==> config.mk <==
export PLATFORM = sky130hd
export DESIGN_NAME = legacy_irq_autodetect
export DESIGN_NICKNAME = d
export VERILOG_FILES = /design/src/rtl/irqmap_pkg.sv /design/src/rtl/irqmap_snoop.sv /design/src/rtl/irqmap_mode_reg.sv /design/src/rtl/irqmap_router.sv /design/src/rtl/legacy_irq_autodetect.sv
export SDC_FILE = /design/constraint.sdc
export NUM_CORES = 1
export LEC_CHECK = 0
export ABC_AREA = 1
export CAP_MARGIN = 40
export CORE_MARGIN = 2
export CORE_UTILIZATION = 25
export CTS_BUF_LIST = sky130_fd_sc_hd__clkbuf_4 sky130_fd_sc_hd__clkbuf_8 sky130_fd_sc_hd__clkbuf_16
export CTS_CLUSTER_DIAMETER = 30
export DETAILED_ROUTE_END_ITERATION = 16
export PLACE_DENSITY = 0.81
export SYNTH_ARGS = -nofsm -noshare
export SYNTH_HDL_FRONTEND = slang
export SYNTH_SLANG_ARGS = --single-unit
==> constraint.sdc <==
create_clock -name clk -period 1.8 [get_ports clk]
set_input_delay 0.36 -clock clk [delete_from_list [all_inputs] [get_ports clk]]
set_output_delay 0.36 -clock clk [all_outputs]
set_load 0.01 [all_outputs]
==> src/rtl/irqmap_pkg.sv <==
package irqmap_pkg;

    localparam int PINS  = 4;
    localparam int LINES = 4;

    localparam logic [7:0] BASE_LINE   = 8'd27;
    localparam logic [7:0] SHIFTED_ADD = 8'd64;

    typedef enum logic [1:0] {
        MODE_ASSUME_OK = 2'd0,
        MODE_LEGACY    = 2'd1,
        MODE_FORCE_OK  = 2'd2
    } map_mode_e;

    typedef struct packed {
        logic       hit;
        logic [1:0] slot_mod;
        logic [7:0] value;
    } snoop_t;

    function automatic map_mode_e strap_decode(input logic [1:0] strap);
        case (strap)
            2'd1:    return MODE_LEGACY;
            2'd2:    return MODE_FORCE_OK;
            default: return MODE_ASSUME_OK;
        endcase
    endfunction

    function automatic map_mode_e classify(input logic [1:0] slot_mod,
                                           input logic [7:0] value);
        logic [7:0] swz_line;
        logic [7:0] shifted_line;
        swz_line     = BASE_LINE + {6'd0, slot_mod};
        shifted_line = swz_line + SHIFTED_ADD;
        if (value == BASE_LINE) begin
            if (slot_mod == 2'd2) return MODE_ASSUME_OK;
            return MODE_LEGACY;
        end
        if (value == swz_line)     return MODE_LEGACY;
        if (value == shifted_line) return MODE_LEGACY;
        return MODE_FORCE_OK;
    endfunction

    function automatic logic [1:0] route_line(input map_mode_e  mode,
                                              input logic       variant,
                                              input logic [1:0] slot_mod,
                                              input logic [1:0] pin);
        if (mode == MODE_LEGACY) return pin;
        if (variant) return slot_mod + pin + 2'd3;
        return slot_mod + pin + 2'd2;
    endfunction

endpackage

==> src/rtl/irqmap_snoop.sv <==
module irqmap_snoop
    import irqmap_pkg::*;
#(
    parameter int         CFG_AW       = 24,
    parameter int         CFG_DW       = 32,
    parameter logic [7:0] LINE_REG_OFS = 8'h3C
) (
    input  logic              cfg_wr_valid,
    input  logic [CFG_AW-1:0] cfg_wr_addr,
    input  logic [CFG_DW-1:0] cfg_wr_data,
    input  logic              variant_sel,
    output snoop_t            snp
);
    localparam int SLOT_LSB = 11;

    logic offset_match;

    always_comb begin
        offset_match  = (cfg_wr_addr[7:0] == LINE_REG_OFS);
        snp.hit       = cfg_wr_valid && !variant_sel && offset_match;
        snp.slot_mod  = cfg_wr_addr[SLOT_LSB+1:SLOT_LSB];
        snp.value     = cfg_wr_data[7:0];
    end

endmodule

==> src/rtl/irqmap_mode_reg.sv <==
module irqmap_mode_reg
    import irqmap_pkg::*;
(
    input  logic       clk,
    input  logic       rst,
    input  logic [1:0] mode_strap,
    input  snoop_t     snp,
    output map_mode_e  mode
);
    map_mode_e mode_q;
    map_mode_e mode_d;

    always_comb begin
        mode_d = mode_q;
        if (snp.hit && mode_q == MODE_ASSUME_OK)
            mode_d = classify(snp.slot_mod, snp.value);
    end

    always_ff @(posedge clk) begin
        if (rst) mode_q <= strap_decode(mode_strap);
        else     mode_q <= mode_d;
    end

    assign mode = mode_q;

endmodule

==> src/rtl/irqmap_router.sv <==
module irqmap_router
    import irqmap_pkg::*;
#(
    parameter int NUM_SLOTS = 8
) (
    input  map_mode_e                  mode,
    input  logic                       variant_sel,
    input  logic [NUM_SLOTS*PINS-1:0]  slot_irq_req,
    output logic [LINES-1:0]           irq_out
);
    localparam int REQ_W = NUM_SLOTS * PINS;

    logic [1:0] target [REQ_W];

    for (genvar s = 0; s < NUM_SLOTS; s++) begin : g_slot
        for (genvar p = 0; p < PINS; p++) begin : g_pin
            assign target[s*PINS+p] = route_line(mode, variant_sel, 2'(s), 2'(p));
        end
    end

    for (genvar l = 0; l < LINES; l++) begin : g_line
        logic [REQ_W-1:0] hits;
        for (genvar r = 0; r < REQ_W; r++) begin : g_req
            assign hits[r] = slot_irq_req[r] && (target[r] == 2'(l));
        end
        assign irq_out[l] = |hits;
    end

endmodule

==> src/rtl/legacy_irq_autodetect.sv <==
module legacy_irq_autodetect
    import irqmap_pkg::*;
#(
    parameter int         NUM_SLOTS    = 8,
    parameter int         CFG_AW       = 24,
    parameter int         CFG_DW       = 32,
    parameter logic [7:0] LINE_REG_OFS = 8'h3C
) (
    input  logic                       clk,
    input  logic                       rst,
    input  logic                       variant_sel,
    input  logic [1:0]                 mode_strap,
    input  logic                       cfg_wr_valid,
    input  logic [CFG_AW-1:0]          cfg_wr_addr,
    input  logic [CFG_DW-1:0]          cfg_wr_data,
    input  logic [4*NUM_SLOTS-1:0]     slot_irq_req,
    output logic [3:0]                 irq_out,
    output logic [1:0]                 mode_out
);
    snoop_t    snp;
    map_mode_e mode;

    irqmap_snoop #(
        .CFG_AW      (CFG_AW),
        .CFG_DW      (CFG_DW),
        .LINE_REG_OFS(LINE_REG_OFS)
    ) u_snoop (
        .cfg_wr_valid(cfg_wr_valid),
        .cfg_wr_addr (cfg_wr_addr),
        .cfg_wr_data (cfg_wr_data),
        .variant_sel (variant_sel),
        .snp         (snp)
    );

    irqmap_mode_reg u_mode (
        .clk       (clk),
        .rst       (rst),
        .mode_strap(mode_strap),
        .snp       (snp),
        .mode      (mode)
    );

    irqmap_router #(
        .NUM_SLOTS(NUM_SLOTS)
    ) u_router (
        .mode        (mode),
        .variant_sel (variant_sel),
        .slot_irq_req(slot_irq_req),
        .irq_out     (irq_out)
    );

    assign mode_out = mode;

endmodule

---- Word level (Yosys, flattened, before mapping) ----
Cells that the tools add are included.
cells by class
  reductions and logical operators ........ 154
  bitwise gates (word level) .............. 0
  muxes and demuxes ....................... 78
  multipliers ............................. 0
  equality and inequality tests ........... 56
  add/sub/neg operators ................... 2
  order comparisons ....................... 0
  shift operators ......................... 0
  div/mod/pow operators ................... 0
operators by type and width
  operator                                                                count
  1-bit logical AND                                                       131
  32-bit OR reduction                                                     4
  2-bit 2-to-1 mux                                                        62
  2-bit equality test (second input constant)                             34
  2-bit by 1-bit equality test with 1-bit output (second input constant)  18
  2-bit zero test                                                         17
  8-bit equality test                                                     2
  1-bit 2-to-1 mux                                                        15
  8-bit by 7-bit adder with 8-bit output (second input constant)          1
  8-bit by 5-bit equality test with 1-bit output (second input constant)  1
  8-bit by 6-bit equality test with 1-bit output (second input constant)  1
  5-bit by 2-bit adder with 6-bit output (first input constant)           1
  2-bit one-hot mux with 2 select lines                                   1
  2-bit nonzero test                                                      1
  1-bit zero test                                                         1
storage, ports and cells
  bits in registers ....................... 2
  RAM bits ................................ 0
  memories ................................ 0
  latch bits .............................. 0
  ROM bits ................................ 0

---- Depth between registers and ports, before layout ----
  depth after elaboration ................. 15
  mapped depth ............................ 10
  depth with buffers taken out ............ 10

---- Modules after synthesis ----
From an unflattened synthesis, not the netlist that was laid out.
unflattened totals
  cell total of the unflattened synthesis .. 178
  area, all modules ....................... 853.3 um^2
modules (own cells, without submodules)
  module           area each (um^2)  cells each  times used  seq. area each (um^2)
  irqmap_router    490.5             116         1           0.0
  irqmap_mode_reg  247.7             42          1           60.1
  irqmap_snoop     115.1             20          1           0.0

---- Worst setup path after synthesis ----
Ideal clock, no wire load.
  path type ............................... register to output
  from .................................... register u_mode.mode_q[1], in the netlist u_mode.mode[1]
  to ...................................... output port irq_out[2]
  path slack .............................. 334 ps
  data arrival time ....................... 1106 ps
  required time ........................... 1440 ps
  stages on the path, launching flop included .. 8
  path through ............................ edfxtp_1 > inv_2 > nand2_4 > nand2_4 > clkinv_4 > o21ai_0 > nor2_1 > nand2_1
on the way
  word-level cells in the longest chain between the ends .. 6
  elaborated cells on any way between the ends .. 67
  classes of those cells .................. eq/ne: 17; mux: 17; reduce/logical: 33
RTL lines
  what                                                RTL line                     source
  start, declared                                     irqmap_mode_reg.sv:10        map_mode_e mode_q;
  start signal, assigned                              irqmap_mode_reg.sv:20        if (rst) mode_q <= strap_decode(mode_strap);
  start signal, assigned                              irqmap_mode_reg.sv:21        else mode_q <= mode_d;
  2-bit by 1-bit equality test with 1-bit output (*)  irqmap_pkg.sv:48             if (mode == MODE_LEGACY) return pin;
  1-bit 2-to-1 mux (*)                                irqmap_pkg.sv:48
  2-bit 2-to-1 mux                                    irqmap_pkg.sv:49             if (variant) return slot_mod + pin + 2'd3;
  2-bit equality test                                 irqmap_router.sv:24          assign hits[r] = slot_irq_req[r] && (target[r] == 2'(l));
  1-bit logical AND                                   irqmap_router.sv:24
  32-bit OR reduction (*)                             irqmap_router.sv:26          assign irq_out[l] = |hits;
  end, declared                                       legacy_irq_autodetect.sv:17  output logic [3:0] irq_out,
Mark *: on every way between the ends. The rest lies on a longest branch, timed or not.

---- Worst setup path in the final report ----
  from .................................... register u_mode.mode_q[1], in the netlist u_mode.mode[1]
  to ...................................... output port irq_out[1]
on the way
  word-level cells in the longest chain between the ends .. 6
  elaborated cells on any way between the ends .. 67
  classes of those cells .................. eq/ne: 17; mux: 17; reduce/logical: 33
RTL lines
  what                                                RTL line
  2-bit by 1-bit equality test with 1-bit output (*)  irqmap_pkg.sv:48
  1-bit 2-to-1 mux (*)                                irqmap_pkg.sv:48
  2-bit 2-to-1 mux                                    irqmap_pkg.sv:49
  2-bit by 1-bit equality test with 1-bit output      irqmap_router.sv:24
  1-bit logical AND                                   irqmap_router.sv:24
  32-bit OR reduction (*)                             irqmap_router.sv:26
Marked as above.

==> results.md <==
- The run finished, with violations left.
- The checks that failed: setup timing.
- The sort of element at the end of the critical path is an output port.
- Buffers inserted during clock tree synthesis total 3.
- The die area is 3484 µm².
- With fillers left out, the area of the finished cells amounts to 1568 µm².
- The highest clock rate is 0.5455 GHz.
- The count of pins over their slew limit was 0.
- At the placement stage, the worst setup path has a slack of -0.4961 ns.
- Setup repair after global routing could not meet its margin everywhere.
- The class of the tightest hold or removal check is reg2reg.
- The clock network latency to the later pin of the worst-skew pair is 0.22 ns.
- The clock passes through at most 2 buffers.
- The type of the worst setup path is reg2out.
- Of the cells placed in the final design, the portion with a size suffix greater than 1 is 0.1674.
- The leakage dissipation is 0.8309 nW.
- Leaving out filler cells and counting taps, the final layout contains 264.
- By area the synthesized netlist is led by sky130_fd_sc_hd__nand2_1, sky130_fd_sc_hd__inv_1, sky130_fd_sc_hd__nor2_1.
- The netlist uses 20 different library cells.
- STA classifies the critical path startpoint as a register.
- CTS built an H-tree with a depth of 1.
- Port buffering added 61 buffers.
- The worst max-slew margin expressed relative to the limit is 0.7737.
- Subtracting the final worst setup slack from the clock period gives 1.833 ns.
- Including well taps, the total number of placed cells is 257.
- At the end of the flow, the number of nets in the layout was 331.
- The clock-pin transition on the worst setup and hold timing paths is 0.03 ns.
- The routability-driven placement congestion ratio is 0.8032.
- The most critical setup path has its endpoint at irq_out[1].
- The row count is 19.
- The reported max-cap violation count is 0.
- The die is 59.03 µm wide.
- At the end of the flow the core is filled with cells to 0.5589.
- On the final layout, the worst clock skew is 0.003153 ns.
- Power spread over the standard cell area amounts to 291.1 nW/µm².
- The number of setup violations in the final report is 1.
- Tracing the worst setup path back leads to its startpoint at u_mode.mode[1].
- The placement-stage cell area is 1466 µm².
- The number of flip-flops under the largest register name is 2.
- In the final routed layout, each cell accounts on average for 9.670 µm.
- The via count is 1179.
- The count of endpoints failing hold in the final timing report came to 0.
- The sequential share of the synthesized area is 0.07934.
- Counting every net in the synthesized netlist gives 253.
- The largest net degree at the start of global routing is 9.
- The number of instances in the synthesized netlist is 157.
- The number of global-route vias before repair is 1080.
- STA puts the critical path data arrival time at 1.47 ns.
- Of all nets on the critical path, the largest fanout is 4.
- The number of antenna violations at the first check in global routing was 0.
- A synthesized cell averages 4.822 µm².
- The residual DRC count is 0.
- The number of violations reported at the end of detailed-routing iteration 0 is 30.
- The worst flop-to-flop path endpoint is u_mode.mode[1].
- For the pin with the worst max-slew slack, the measured transition is 0.3366 ns.
- The antenna cell count is 0.
- The first detailed-routing pass ran for 4 iterations.
- The maximum vdd drop is 237.4 µV.
- The area growth from synthesis to layout is 107.1%.
- Across all hold checks on the routed design, the worst slack comes to 0.7984 ns.
- The count of antenna-violating nets left after detailed routing is 0.
- The leading area contributor after synthesis is sky130_fd_sc_hd__nand2_1.
- The number of synthesized register bits is 2.
- The data required time of the worst path is 1.44 ns.
- The overall routing resource usage is 0.1520.
- The detailed-route wire length is 2553 µm.
- The number of cells on the worst hold path is 3.
- The initial standard-cell utilization of the core is 0.2698.
- The number of warnings printed during yosys synthesis is 0.
- The mapped cell area is 757.0 µm².
- Counting cells, the worst reg-to-reg path comes to 3.
- The startpoint of the lowest-slack register-to-register path is u_mode.mode[0].
- The worst setup slack after layout is -0.03312 ns.
- The cell sitting at the root of the clock tree is a sky130_fd_sc_hd__clkbuf_4.
- After legalization and detailed placement, the total HPWL measured 2120 µm.
- In this run the vertical extent of the chip is 59.03 µm.
- The total clock sinks is 2.
- Of the available clock period, the critical path in the final layout requires 1.018.
- During I/O placement, the number of pins put on the boundary was 100.
- After filler insertion, the fill cell instance count of the layout stands at 273.
- The startpoint identified for the worst hold timing path is u_mode.mode[1].
- The clock tree from TritonCTS is yes.
- The vias per cell is 4.466.
- The first-pass GRT wire length is 4215 µm.
- The worst-case register-to-register setup slack is 0.48 ns.
- The core footprint is 2805 µm².
- The share of the synthesized area in the top cell type is 0.2777.
- After global routing the overflow that remains totals 0.
[routing by layer]
metal  global-route usage  share of wire
met1               0.1809           0.42
met3              0.03493          0.080
met2               0.2698           0.50
met5                    0              0
met4              0.04545         0.0086
[report_power, final]
part | internal (W) | switching [W]
sequential | 0.0000563 | 0.00000398
clock | 0.0000733 | 0.0000230
combinational | 0.000176 | 0.000123
[critical path, stage by stage, from the launching register on]
cell	delay [ns]
sky130_fd_sc_hd__edfxtp_1	0.40
sky130_fd_sc_hd__inv_2	0.10
sky130_fd_sc_hd__nand2_4	0.07
sky130_fd_sc_hd__buf_4	0.15
sky130_fd_sc_hd__o211ai_1	0.11
sky130_fd_sc_hd__nand3_2	0.10
sky130_fd_sc_hd__nor2_2	0.13
sky130_fd_sc_hd__nand2_1	0.07
sky130_fd_sc_hd__buf_6	0.12
[how the worst min path moves through the flow]
stage                     endpoint  slack (ns)
finish              u_mode.mode[0]        0.80
global route        u_mode.mode[1]        0.88
CTS                 u_mode.mode[0]        0.81
detailed placement  u_mode.mode[1]        0.88
global placement    u_mode.mode[1]        0.86
floorplan           u_mode.mode[0]        0.55
[synth_stat cells (all sizes together)]
cell and count:
nand2 59, inv 31, nor2 28, nand3 15, o21ai 7, edfxtp 2, ha 2, nand4 2
nor3 2, o211ai 2, or2 2, a21oi 1, and2 1, and3 1, clkinv 1, o31ai 1
[area by class of cell]
| type | count | area (µm²) | share of cell area |
|---|---|---|---|
| Inverter | 32 | 125.1 | 0.07981 |
| Timing Repair Buffer | 73 | 696.9 | 0.4445 |
| Clock buffer | 3 | 22.52 | 0.01437 |
| Tap cell | 31 | 38.79 | 0.02474 |
| Sequential cell | 2 | 60.06 | 0.03831 |
| Multi-Input combinational cell | 123 | 624.3 | 0.3982 |
[through the flow]
stage                     total power [W]  setup TNS (ns)
final                           0.0004563        -0.03312
after global routing            0.0004927         -0.3046
after CTS                       0.0004443       -0.003793
after detailed placement        0.0003375          -2.267
after global placement          0.0003349          -2.003
after floorplan                 0.0001631               0
[repair_timing]
| item | in CTS | in global routing |
|---|---|---|
| hold buffers | 0 | 0 |
| pin swaps | 4 | 11 |
| setup endpoints to repair | 4 | 6 |
| resized for setup | 29 | 16 |
| buffers inserted | 3 | 2 |
[logic make-up (layout without fill, tap and decap cells)]
logic type | count (synthesis) | after routing | share of synthesized area
buf+inv | 32 | 108 | 0.1653
compound gates | 11 | 11 | 0.08263
simple gates | 110 | 110 | 0.6397
flops | 2 | 2 | 0.07934
fa+ha+maj | 2 | 2 | 0.03305
[cells in the final DEF (no fill, tap or decap), types with 3 or more instances in the layout]
cell,count
sky130_fd_sc_hd__nand2_1,55
sky130_fd_sc_hd__clkdlybuf4s50_1,47
sky130_fd_sc_hd__inv_1,28
sky130_fd_sc_hd__nor2_1,23
sky130_fd_sc_hd__nand3_1,12
sky130_fd_sc_hd__buf_4,11
sky130_fd_sc_hd__dlymetal6s2s_1,5
sky130_fd_sc_hd__dlygate4sd2_1,5
sky130_fd_sc_hd__nand2_4,4
sky130_fd_sc_hd__o21ai_0,4
sky130_fd_sc_hd__inv_2,3
sky130_fd_sc_hd__nand3_2,3
sky130_fd_sc_hd__nor2_2,3
sky130_fd_sc_hd__o21ai_1,3
sky130_fd_sc_hd__clkbuf_4,3
sky130_fd_sc_hd__buf_2,3
Power figures use the tool's default switching activity.
